[src/rtl/eei_pkg.sv]
package eei_pkg;
  typedef enum logic [1:0] {
    EDGE_OFF  = 2'b00,
    EDGE_RISE = 2'b01,
    EDGE_FALL = 2'b10,
    EDGE_BOTH = 2'b11
  } edge_sel_e;

  // True when the transition prev->cur is one the selection counts.
  function automatic logic edge_match(edge_sel_e sel, logic prev, logic cur);
    logic rise, fall;
    rise = !prev && cur;
    fall = prev && !cur;
    case (sel)
      EDGE_RISE: edge_match = rise;
      EDGE_FALL: edge_match = fall;
      EDGE_BOTH: edge_match = rise || fall;
      default:   edge_match = 1'b0;
    endcase
  endfunction
endpackage

[src/rtl/eei_sync.sv]
module eei_sync #(
  parameter int STAGES = 2
) (
  input  logic clk,
  input  logic rst_n,
  input  logic d,
  output logic q
);
  logic [STAGES-1:0] chain;

  always_ff @(posedge clk or negedge rst_n) begin
    if (!rst_n) chain <= '0;
    else        chain <= {chain[STAGES-2:0], d};
  end

  assign q = chain[STAGES-1];
endmodule

[src/rtl/eei_channel.sv]
module eei_channel
  import eei_pkg::*;
(
  input  logic      clk,
  input  logic      rst_n,
  input  logic      level,       // synchronized pin level
  input  edge_sel_e sel,
  input  logic      input_mode,
  input  logic      clr,         // software clear request
  output logic      hit,         // qualifying edge this cycle
  output logic      flag
);
  logic prev;

  assign hit = input_mode && edge_match(sel, prev, level);

  always_ff @(posedge clk or negedge rst_n) begin
    if (!rst_n) begin
      prev <= 1'b0;
      flag <= 1'b0;
    end else begin
      prev <= level;
      if (hit)      flag <= 1'b1;   // set wins over clear
      else if (clr) flag <= 1'b0;
    end
  end
endmodule

[src/rtl/ext_edge_irq.sv]
module ext_edge_irq
  import eei_pkg::*;
#(
  parameter int N_CH      = 3,
  parameter int AW        = 3,
  parameter int DW        = 8,
  parameter int PIN_LSB   = 4,
  parameter int SYNC_STGS = 2
) (
  input  logic          clk,
  input  logic          rst_n,
  input  logic          bus_wr,
  input  logic [AW-1:0] bus_addr,
  input  logic [DW-1:0] bus_wdata,
  output logic [DW-1:0] bus_rdata,
  input  logic [N_CH-1:0] pin_in,
  input  logic          timer_out_en,
  output logic [N_CH-1:0] irq
);
  localparam logic [AW-1:0] DIR_ADDR  = AW'(N_CH);
  localparam logic [AW-1:0] DATA_ADDR = AW'(N_CH + 1);
  localparam int EN_BIT   = 0;
  localparam int SEL_LSB  = 1;
  localparam int FLAG_BIT = 3;

  logic [N_CH-1:0] en_q, dir_q, level, input_mode, clr, hit, flag;
  edge_sel_e       sel_q [N_CH];

  logic unused_wdata;
  assign unused_wdata = ^bus_wdata;

  generate
    for (genvar i = 0; i < N_CH; i++) begin : g_ch
      eei_sync #(.STAGES(SYNC_STGS)) u_sync (
        .clk(clk), .rst_n(rst_n), .d(pin_in[i]), .q(level[i])
      );

      if (i == 0) begin : g_timer_gate
        assign input_mode[i] = !dir_q[i] && !timer_out_en;
      end else begin : g_plain
        assign input_mode[i] = !dir_q[i];
      end

      assign clr[i] = bus_wr && (bus_addr == AW'(i)) && !bus_wdata[FLAG_BIT];

      always_ff @(posedge clk or negedge rst_n) begin
        if (!rst_n) begin
          en_q[i]  <= 1'b0;
          sel_q[i] <= EDGE_OFF;
        end else if (bus_wr && bus_addr == AW'(i)) begin
          en_q[i]  <= bus_wdata[EN_BIT];
          sel_q[i] <= edge_sel_e'(bus_wdata[SEL_LSB +: 2]);
        end
      end

      eei_channel u_chan (
        .clk(clk), .rst_n(rst_n), .level(level[i]), .sel(sel_q[i]),
        .input_mode(input_mode[i]), .clr(clr[i]), .hit(hit[i]), .flag(flag[i])
      );

      assign irq[i] = flag[i] && en_q[i] && input_mode[i];
    end
  endgenerate

  always_ff @(posedge clk or negedge rst_n) begin
    if (!rst_n)                             dir_q <= '0;
    else if (bus_wr && bus_addr == DIR_ADDR) dir_q <= bus_wdata[PIN_LSB +: N_CH];
  end

  always_comb begin
    bus_rdata = '0;
    for (int i = 0; i < N_CH; i++) begin
      if (bus_addr == AW'(i)) begin
        bus_rdata[EN_BIT]          = en_q[i];
        bus_rdata[SEL_LSB +: 2]    = sel_q[i];
        bus_rdata[FLAG_BIT]        = flag[i];
      end
    end
    if (bus_addr == DIR_ADDR)  bus_rdata[PIN_LSB +: N_CH] = dir_q;
    if (bus_addr == DATA_ADDR) bus_rdata[PIN_LSB +: N_CH] = level;
  end
endmodule

[config.mk]
export PLATFORM = sky130hd
export DESIGN_NAME = ext_edge_irq
export DESIGN_NICKNAME = d
export VERILOG_FILES = /design/src/rtl/eei_pkg.sv /design/src/rtl/eei_sync.sv /design/src/rtl/eei_channel.sv /design/src/rtl/ext_edge_irq.sv
export SDC_FILE = /design/constraint.sdc
export NUM_CORES = 1
export LEC_CHECK = 0
export BUFFER_PORTS_ARGS = -buffer_cell sky130_fd_sc_hd__buf_2
export CAP_MARGIN = 20
export CORE_MARGIN = 3
export CORE_UTILIZATION = 43
export CTS_CLUSTER_DIAMETER = 120
export DETAILED_ROUTE_END_ITERATION = 12
export GPL_ROUTABILITY_DRIVEN = 0
export PLACE_DENSITY = 0.77
export SLEW_MARGIN = 20
export SYNTH_ARGS = -nofsm -noshare
export SYNTH_HDL_FRONTEND = slang
export SYNTH_HIERARCHICAL = 1
export SYNTH_SLANG_ARGS = --single-unit
[constraint.sdc]
create_clock -name clk -period 1.1 [get_ports clk]
set_clock_uncertainty 0.1 [all_clocks]
set_input_delay 0.165 -clock clk [delete_from_list [all_inputs] [get_ports clk]]
set_output_delay 0.165 -clock clk [all_outputs]
set_load 0.02 [all_outputs]
* Yosys cells after proc, flatten, opt, wreduce, memory -nomap -nowiden
Cells that the tools add are included.
Operators by class: eq/ne operators 13, mux-type cells 14, reductions and logical operators 41
Operators with widths (count):
- 1-bit logical AND | 23
- 2-bit == test (second input constant) | 6
- 4-bit 2-to-1 mux | 3
- 1-bit zero test | 11
- 1-bit one-hot mux with 3 select lines | 3
- 2-bit by 1-bit == test with 1-bit output (second input constant) | 3
- 3-bit by 2-bit == test with 1-bit output (second input constant) | 2
- 1-bit 2-to-1 mux | 6
- 3-bit 2-to-1 mux | 2
- 2-bit nonzero test | 3
- 3-bit by 1-bit == test with 1-bit output (second input constant) | 1
- 3-bit == test (second input constant) | 1
- 3-bit zero test | 1
- 1-bit logical OR | 3
Word-level totals: flip-flop bits (word level) 24, input port bits 18, output and inout port bits 11, word-level logic and storage cells 84

* Longest topological paths before layout
Gate-level depths: netlist of the first run.
depth in word-level cells 6, depth in mapped cells 6, mapped depth without buffers 5

* Modules after synthesis
Netlist of the first run, hierarchy kept.
Modules (own cells, without submodules):
- ext_edge_irq | instances 1, cells each 62, area each 715.7 sq um, seq. area each 300.3 sq um
- eei_channel | instances 3, cells each 13, area each 143.9 sq um, seq. area each 50.0 sq um
- eei_sync | instances 3, cells each 2, area each 50.0 sq um, seq. area each 50.0 sq um

* Least setup slack after synthesis of the first run
No wires, ideal clock.
path kind in2out, start input port bus_addr[0], end output port bus_rdata[0], data arrival time 1.084 ns, required time 0.835 ns, path slack -0.249 ns, stages on the path 3, path buffers 1, cell sequence buf_4 -> nand2b_1 -> o32ai_1
Between the ends: word-level cells in the longest chain between the ends 4, elaborated cells between the ends (all ways) 6
RTL lines:
- from (decl) | line ext_edge_irq.sv:13 | input logic [AW-1:0] bus_addr,
- 3-bit zero test | line ext_edge_irq.sv:73 | if (bus_addr == AW'(i)) begin
- 4-bit 2-to-1 mux (2 in series) | line ext_edge_irq.sv:73
- 4-bit 2-to-1 mux * | line ext_edge_irq.sv:73
- to (decl) | line ext_edge_irq.sv:15 | output logic [DW-1:0] bus_rdata,
Mark *: on every way between the ends. The rest lies on a longest branch, timed or not.

* Worst setup path in the final report of the first run
start register dir_q[0], end output port irq[0]
Between the ends: word-level cells in the longest chain between the ends 3
RTL lines:
- from (decl) | line ext_edge_irq.sv:26 | logic [N_CH-1:0] en_q, dir_q, level, input_mode, clr, hit, flag;
- from (signal assigned) | line ext_edge_irq.sv:67 | else if (bus_wr && bus_addr == DIR_ADDR) dir_q <= bus_wdata[PIN_LSB +: N_CH];
- 1-bit zero test | line ext_edge_irq.sv:39 | assign input_mode[i] = !dir_q[i] && !timer_out_en;
- 1-bit logical AND | line ext_edge_irq.sv:39
- via input_mode[0] | line ext_edge_irq.sv:26
- 1-bit logical AND | line ext_edge_irq.sv:61 | assign irq[i] = flag[i] && en_q[i] && input_mode[i];
- to (decl) | line ext_edge_irq.sv:18 | output logic [N_CH-1:0] irq
The timed path passes the listed nets, and every way through them passes these cells.

==> flow_summary.yaml, run 1 <==
outcome:
  status: "complete, but fails checks"
  violations: "setup timing"
finish:
  antenna_cells: 0
  final_cell_mix: "dfrtp_1 (23), buf_4 (20), buf_2 (17), buf_6 (12), inv_1 (8)"
  area_growth_pct: 48.0
  drive_gt1_frac: 0.597
  final_nets: 185
  final_common_cell: "dfrtp_1"
synth:
  synth_area_per_cell_um2: 12.4
  syn_area_mm2: 0.00129
  yosysWarnings: 6
  syn_inst: 104
  synth_nets: 128
timing:
  worst_pin_slew_ns: 0.562
  whs_ns: 0.0307
  setup_viol: 13
  hold_viol: 0
  drv_slew: 0
  min_period_ns: 1.48
  rsz0062_at_grt: "true"
  fin_ws_ns: -0.376
  relSlewSlack: 0.625
  fmax_mhz: 678
  setup_tns_ns: -3.88
  fin_crit_sh: 1.34
setup_path:
  crit_chain: "nor2_1, buf_4, and3_4, buf_6"
  cp-start-kind: "register"
  slowest_stage: "dfrtp_1"
  arrival_ns: 1.21
  critPathKind: "register to primary output"
  worstPathRequired_ns: 0.83
  path_max_fanout: 2
  end_kind: "primary output"
  slowest_delay_ns: 0.41
run:
  maxCapViolCount: 0
detailed_routing:
  vias: 971
  ant_nets: 0
  dr.first_iter.drc_count: 44
  drc: 0
  drt_pass1_iterations: 4
  vias_per_cell: 5.11
  drt_wl_total_um: 2940
  drt-wirelength-per-cell_um: 15.4
grt:
  grt_max_degree: 25
  grt_pass1_vias: 1022
  antenna_found_initial: 0
  globalRouteTotalUtil: 0.179
  grt_overflow_total: 0
  grt_pass1_wl_um: 4780
clock_network:
  clock_latency_ns: 0.31
  cts_tree: "yes"
  cts_made_buffers: 3
  root_buffer: "clkbuf_4"
  clock_path_buffers: 2
  cts.sinks: 24
  clk_pin_slew_ns: 0.12
  cts_htree_levels: 1
power_and_ir_drop:
  power_density_mw_per_mm2: 1350
  ir_drop_mv: 0.715
  leakage_nw: 0.900
placement:
  dp_slack_ns: -0.262
  hpwl_um: 2110
  io_buffers: 26
floorplanning:
  die_area_mm2: 0.00368
  start_util: 0.459
  coreArea_mm2: 0.00281
  chipWidth_um: 60.7
  num_rows: 19
  die_h_um: 60.7
  io_pins: 29
hold_path:
  hp-class: "primary input to register"
==> stage by stage <==
step / instances / instance area [µm²] / util / total power, mW
6_report: 190 / 1900 / 0.678 / 2.58
5_1_grt: 190 / 1900 / 0.678 / 2.73
4_1_cts: 187 / 1830 / 0.653 / 2.50
3_5_place_dp: 172 / 1640 / 0.586 / 2.00
3_3_place_gp: 172 / 1640 / 0.586 / 1.98
2_1_floorplan: 104 / 1410 / - / 1.67
==> cell type report <==
class                           count  area [µm²]
Fill cell                         217         902
Multi-Input combinational cell     64         752
Sequential cell                    24         602
Timing Repair Buffer               56         440
Inverter                           12        47.5
Tap cell                           31        38.8
Clock buffer                        3        22.5
==> flip-flops by register name, indices dropped and copies added (netlist names) <==
signal,cells
g_ch.u_sync/chain,6
g_ch.u_chan/prev,3
en_q,3
dir_q,3
g_ch.u_chan/flag,3
sel_q,6
==> where the power goes <==
| part | switching (mW) | total [mW] | leakage (nW) | internal (mW) |
|---|---|---|---|---|
| logic | 0.436 | 1.04 | 0.607 | 0.602 |
| registers | 0.118 | 1.16 | 0.279 | 1.04 |
| clock network | 0.256 | 0.384 | 0.0138 | 0.128 |
==> final timing paths <==
check | cells after the start | slack, ns | startpoint | endpoint
min in group asynchronous | 2 | 0.26 | rst_n | dir_q[0]
min reg2reg | 0 | 0.26 | g_ch[2].u_sync/chain[0] | g_ch[2].u_sync/chain[1]
max reg2reg | 5 | -0.19 | g_ch[2].u_sync/chain[1] | g_ch[2].u_chan/flag
max | 4 | -0.38 | dir_q[0] | irq[0]
min | 2 | 0.03 | bus_wdata[1] | sel_q[2]
max in group asynchronous | 2 | 0.24 | rst_n | dir_q[2]
==> routing by layer <==
| layer | share of wire | global-route usage | up-vias |
|---|---|---|---|
| met5 | 0 | 0 | - |
| met4 | 0.0065 | 0.0650 | 0 |
| met3 | 0.039 | 0.0213 | 2 |
| met2 | 0.49 | 0.295 | 25 |
| met1 | 0.47 | 0.243 | 467 |
| li1 | - | - | 477 |
==> worst max-delay path, delay by kind of cell, from the launching register on <==
kind	cells	cell delay, ns
flops	1	0.41
buf+inv	2	0.24
simple gates	2	0.26
==> what timing repair did <==
item,in CTS,in global routing
endpoints found under the hold margin,30,0
gates resized for setup,19,13
buffers inserted,5,3
hold buffers,7,0
setup endpoints to repair,13,13
pin swaps,4,2
No activity file was read; power rests on OpenSTA's default activity.
==> inputs of run 2 (changes only) <==
==> constraint.sdc (replaced) <==
create_clock -name clk -period 1.1 [get_ports clk]
set_clock_uncertainty 0.1 [all_clocks]
set_input_delay 0.165 -clock clk [delete_from_list [all_inputs] [get_ports clk]]
set_output_delay 0.165 -clock clk [all_outputs]
set_load 0.1 [all_outputs]
==> run 2 against run 1 <==
The flow still finishes with violations (setup timing). Maximum frequency fell by 5.1%. Critical path type unchanged. Register-to-register slack got worse by 0.06 ns. Worst hold slack got worse by 0.011 ns. Count of clock-buffer cells in the layout rose by 1. Non-clock buffer count rose by 11. First-iteration DRC count fell by 9.1%. Sequential cell count did not move. Global-route usage rose by 3.1 points. Core utilization rose by 12 points. Sequential power barely moved.
==> flow_summary.yaml, run 2 (synthesis results as in run 1) <==
setup_path:
  cp-start-kind: "register"
  arrival_ns: 1.29
  crit_chain: "mux2i_2, o32ai_4, buf_12"
  crit_buf_inv: 1
  path_max_fanout: 2
  slowest_stage: "dfrtp_1"
  worst-r2r-cell-count: 6
  path_delay_family: "flip-flops"
  rr_endpoint: "g_ch[1].u_chan/flag"
  cp.depth: 3
  crit_path_start: "sel_q[2]"
  reg2reg_slack_ns: -0.25
  end_kind: "primary output"
  reg2reg_from: "sel_q[3]"
  slowest_delay_ns: 0.43
  critPathKind: "register to primary output"
  worstPathRequired_ns: 0.83
  worstSetupEndpoint: "bus_rdata[1]"
floorplanning:
  die_h_um: 60.7
  io_pins: 29
  num_rows: 19
  chipWidth_um: 60.7
  start_util: 0.459
  coreArea_mm2: 0.00281
  die_area_mm2: 0.00368
grt:
  globalRouteTotalUtil: 0.210
  grt_pass1_vias: 1174
  grt_max_degree: 25
  antenna_found_initial: 0
  grt_pass1_wl_um: 5590
  grt_overflow_total: 0
finish:
  post-route-util: 0.798
  final_nets: 196
  postLayoutCellArea_mm2: 0.00224
  area_growth_pct: 74.1
  drive_gt1_frac: 0.684
  reg_top3: "g_ch.u_sync/chain (6), sel_q (6)"
  final_cell_mix: "buf_4 (25), dfrtp_1 (21), buf_2 (15), buf_12 (10), buf_6 (9)"
  antenna_cells: 0
  final_common_cell: "buf_4"
timing:
  worst_pin_slew_ns: 0.536
  rsz0062_at_grt: "true"
  fin_crit_sh: 1.41
  relSlewSlack: 0.642
  min_period_ns: 1.56
  fmax_mhz: 643
  fin_ws_ns: -0.456
  hold_viol: 0
  setup_viol: 16
  drv_slew: 0
power_and_ir_drop:
  combPwrFrac: 0.511
  clockPowerShare: 0.140
  ir_drop_mv: 1.23
  leakage_nw: 1.01
  power_density_mw_per_mm2: 1510
  internal_power_mw: 2.10
  p_sw_mw: 1.29
  swShare: 0.381
  seqPwrFrac: 0.349
placement:
  dp_slack_ns: -0.371
  io_buffers: 26
  placed_area_mm2: 0.00195
  hpwl_um: 2440
clock_network:
  cts_htree_levels: 1
  cts.sinks: 24
  root_buffer: "clkbuf_4"
  cts_tree: "yes"
  clock_latency_ns: 0.32
  clk_pin_slew_ns: 0.14
  cts_made_buffers: 3
  clock_path_buffers: 2
outcome:
  violations: "setup timing"
  status: "complete, but fails checks"
run:
  maxCapViolCount: 0
detailed_routing:
  ant_nets: 0
  dr.first_iter.drc_count: 40
  drc: 0
  vias_per_cell: 5.34
  drt_wl_total_um: 3350
  drt-wirelength-per-cell_um: 16.6
  drt_pass1_iterations: 4
  vias: 1078
hold_path:
  hp-class: "primary input to register"
## run 2: power groups by stage
stage	logic, mW	registers, mW	clock network (mW)
final	1.73	1.18	0.473
after global routing	1.82	1.20	0.524
after CTS	1.66	1.17	0.473
after detailed placement	1.53	1.17	0
after global placement	1.49	1.16	0
after floorplan	0.953	1.17	0
## run 2: final cells by class
cell class | count | area [µm²]
flip-flops and latches | 24 | 604
multi-input cells | 64 | 868
repair buffers | 67 | 644
well taps | 31 | 38.8
inverters | 12 | 47.5
clock buffers | 4 | 36.3
fillers | 159 | 566
## run 2: worst min-delay path by stage
stage | cells after the start | slack (ns) | to | start
after floorplan | 0 | -0.23 | dir_q[0] | rst_n
after detailed placement | 1 | 0.07 | g_ch[1].u_sync/chain[0] | rst_n
final | 2 | 0.02 | sel_q[3] | bus_wdata[2]
after global routing | 2 | 0.008 | sel_q[3] | bus_wdata[2]
after CTS | 2 | 0.02 | sel_q[2] | bus_wdata[1]
after global placement | 1 | 0.07 | g_ch[1].u_sync/chain[0] | rst_n
## run 2: timing repair
action / in CTS / in global routing
cloned: 0 / 0
pin swaps: 9 / 5
hold buffers: 7 / 1
endpoints found under the hold margin: 30 / 1
setup endpoints to repair: 13 / 18
buffers inserted: 7 / 3
gates resized for setup: 18 / 10
## run 2: metal layers
metal	wire [µm]	vias up	track usage
li1	-	501	-
met1	1420	540	0.262
met2	1760	30	0.369
met3	102	7	0.0128
met4	63	0	0.0960
met5	0	-	0
## run 2: worst register-to-register path: stages, from the launching register on
cell      delay [ns]
dfrtp_1         0.43
buf_4           0.15
buf_4           0.13
buf_6           0.12
nor2b_4         0.12
o211ai_2        0.14
nand3_2         0.07
## run 2: stage by stage
| stage | cells | hold WS [ns] | power [mW] | setup TNS [ns] |
|---|---|---|---|---|
| final | 202 | 0.0201 | 3.38 | -4.97 |
| after global routing | 202 | 0.00824 | 3.54 | -5.74 |
| after CTS | 198 | 0.0182 | 3.31 | -4.78 |
| after detailed placement | 180 | 0.0722 | 2.70 | -6.24 |
| after global placement | 180 | 0.0654 | 2.65 | -5.63 |
| after floorplan | 104 | -0.231 | 2.12 | -3.67 |
==> inputs of run 3 (changes only) <==
--- a/config.mk
+++ b/config.mk
@@ -8,13 +8,14 @@
 export BUFFER_PORTS_ARGS = -buffer_cell sky130_fd_sc_hd__buf_2
 export CAP_MARGIN = 20
 export CORE_MARGIN = 3
-export CORE_UTILIZATION = 43
+export CORE_UTILIZATION = 30
 export CTS_CLUSTER_DIAMETER = 120
 export DETAILED_ROUTE_END_ITERATION = 12
 export GPL_ROUTABILITY_DRIVEN = 0
-export PLACE_DENSITY = 0.77
+export PLACE_DENSITY = 0.6
 export SLEW_MARGIN = 20
 export SYNTH_ARGS = -nofsm -noshare
 export SYNTH_HDL_FRONTEND = slang
 export SYNTH_HIERARCHICAL = 1
 export SYNTH_SLANG_ARGS = --single-unit
+export TNS_END_PERCENT = 10
==> run 3 against run 2 <==
The flow still finishes with violations (setup timing). Count of clock-buffer cells in the layout is the same. Sequential power is essentially flat. First-iteration DRC count is 48% lower. Maximum frequency up 3.9%. Combinational power is 9.8% lower. Die area up 39%. Core utilization shrank 29 points. Total power fell by 2.0%. Critical path type unchanged. Largest cell class unchanged. Largest power group unchanged.
==> flow_summary.yaml, run 3 (synthesis results as in run 1) <==
outcome:
  status: "complete, but fails checks"
  violations: "setup timing"
grt:
  grt_pass1_wl_um: 5350
  antenna_found_initial: 0
  grt_overflow_total: 0
  grt_pass1_vias: 1078
  grt_max_degree: 25
  globalRouteTotalUtil: 0.135
hold_path:
  min-delay-start: "bus_wdata[6]"
  min_to: "dir_q[2]"
  holdPathStages: 2
  hp-class: "primary input to register"
setup_path:
  reg2reg_from: "g_ch[1].u_sync/chain[1]"
  cp-start-kind: "register"
  path_max_fanout: 2
  rr_endpoint: "g_ch[1].u_chan/flag"
  worstPathRequired_ns: 0.83
  slowest_stage: "dfrtp_1"
  crit_chain: "mux2i_2, o32ai_4, buf_12"
  critPathKind: "register to primary output"
  arrival_ns: 1.23
  reg2reg_slack_ns: -0.13
  slowest_delay_ns: 0.41
  end_kind: "primary output"
  worst-r2r-cell-count: 5
floorplanning:
  coreArea_mm2: 0.00406
  chipWidth_um: 71.5
  num_rows: 23
  die_area_mm2: 0.00511
  start_util: 0.317
  io_pins: 29
  die_h_um: 71.5
timing:
  fin_crit_sh: 1.36
  drv_slew: 0
  fin_ws_ns: -0.398
  hold_viol: 0
  setup_viol: 13
  fmax_mhz: 668
  rsz0062_at_grt: "true"
  min_period_ns: 1.50
  worst_pin_slew_ns: 0.536
  relSlewSlack: 0.643
finish:
  final_common_cell: "dfrtp_1"
  final.fill_count: 353
  final_nets: 181
  area_growth_pct: 60.0
  final_cell_mix: "dfrtp_1 (23), buf_4 (20), buf_2 (16), mux2_2 (12), buf_12 (10)"
  reg_top3: "g_ch.u_sync/chain (6), sel_q (6)"
  antenna_cells: 0
  drive_gt1_frac: 0.654
  postLayoutCellArea_mm2: 0.00206
placement:
  io_buffers: 26
  placed_area_mm2: 0.00187
  hpwl_um: 2450
detailed_routing:
  vias_per_cell: 4.76
  wl_met2_um: 1710
  vias: 980
  drt_pass1_iterations: 4
  wl_met3_um: 90
  drc: 0
  routedLengthMet1_um: 1360
  dr.first_iter.drc_count: 21
  drt-wirelength-per-cell_um: 15.5
  ant_nets: 0
  drt_wl_total_um: 3200
  highest_layer: "met4"
clock_network:
  cts.sinks: 24
  clk_pin_slew_ns: 0.08
  clock_latency_ns: 0.26
  clock_path_buffers: 2
  cts_made_buffers: 3
  cts_setup_buffers: 0
  root_buffer: "clkbuf_8"
  cts_tree: "yes"
  cts_htree_levels: 1
power_and_ir_drop:
  ir_drop_mv: 0.844
  leakage_nw: 0.910
  power.total_mw: 3.32
  power_density_mw_per_mm2: 1610
run:
  maxCapViolCount: 0
-- run 3: changes by cell type in the layout (fill, tap and decap cells not counted), sizes merged --
cell / delta
buf: -11
dlygate4sd3: -4
-- run 3: repair_timing --
item / CTS / global route
hold buffers: 4 / 0
pin swaps: 2 / 2
resized for setup: 17 / 5
endpoints found under the hold margin: 27 / 0
endpoints found under the setup margin: 13 / 19
-- run 3: metrics by stage --
| step | hold slack, ns | setup TNS (ns) | setup WS (ns) | util | std cells |
|---|---|---|---|---|---|
| after floorplan | -0.231 | -4.95 | -0.491 | - | 104 |
| after global placement | 0.0754 | -5.11 | -0.280 | 0.461 | 198 |
| after detailed placement | 0.0826 | -5.56 | -0.313 | 0.461 | 198 |
| final | 0.0374 | -3.94 | -0.398 | 0.507 | 206 |
| after CTS | 0.0361 | -4.08 | -0.409 | 0.502 | 206 |
| after global routing | 0.0253 | -4.76 | -0.451 | 0.507 | 206 |
-- run 3: worst max-delay path by stage --
stage / start / to / slack (ns)
after floorplan: bus_addr[0] / bus_rdata[0] / -0.49
after global placement: bus_addr[0] / bus_rdata[6] / -0.28
after detailed placement: bus_addr[2] / g_ch[0].u_chan/flag / -0.31
after CTS: sel_q[3] / bus_rdata[2] / -0.41
after global routing: sel_q[3] / bus_rdata[2] / -0.45
final: sel_q[5] / bus_rdata[2] / -0.40
-- run 3: power by group --
group	switching (mW)	total, mW	internal (mW)
clock	0.267	0.586	0.319
combinational	0.836	1.56	0.724
sequential	0.131	1.17	1.04
total	1.24	3.32	2.08
-- run 3: layer usage --
metal / vias to the layer above / GRT usage
met3: 4 / 0.0224
met4: 0 / 0.0376
li1: 470 / -
met2: 20 / 0.242
met5: - / 0
met1: 486 / 0.166
-- run 3: area by class of cell --
class,instances,area (µm²),share of cell area
inverter,12,45.0,0.0219
multi-input combinational,64,801,0.389
tap,50,62.6,0.0304
clock buffer,4,55.1,0.0267
timing repair buffer,52,493,0.240
sequential,24,602,0.292
-- run 3: critical path: cells and delay by family, from the launching register on --
kind / cells / cell delay [ns]
mux: 1 / 0.23
buf+inv: 1 / 0.20
flops: 1 / 0.41
compound gates: 1 / 0.14
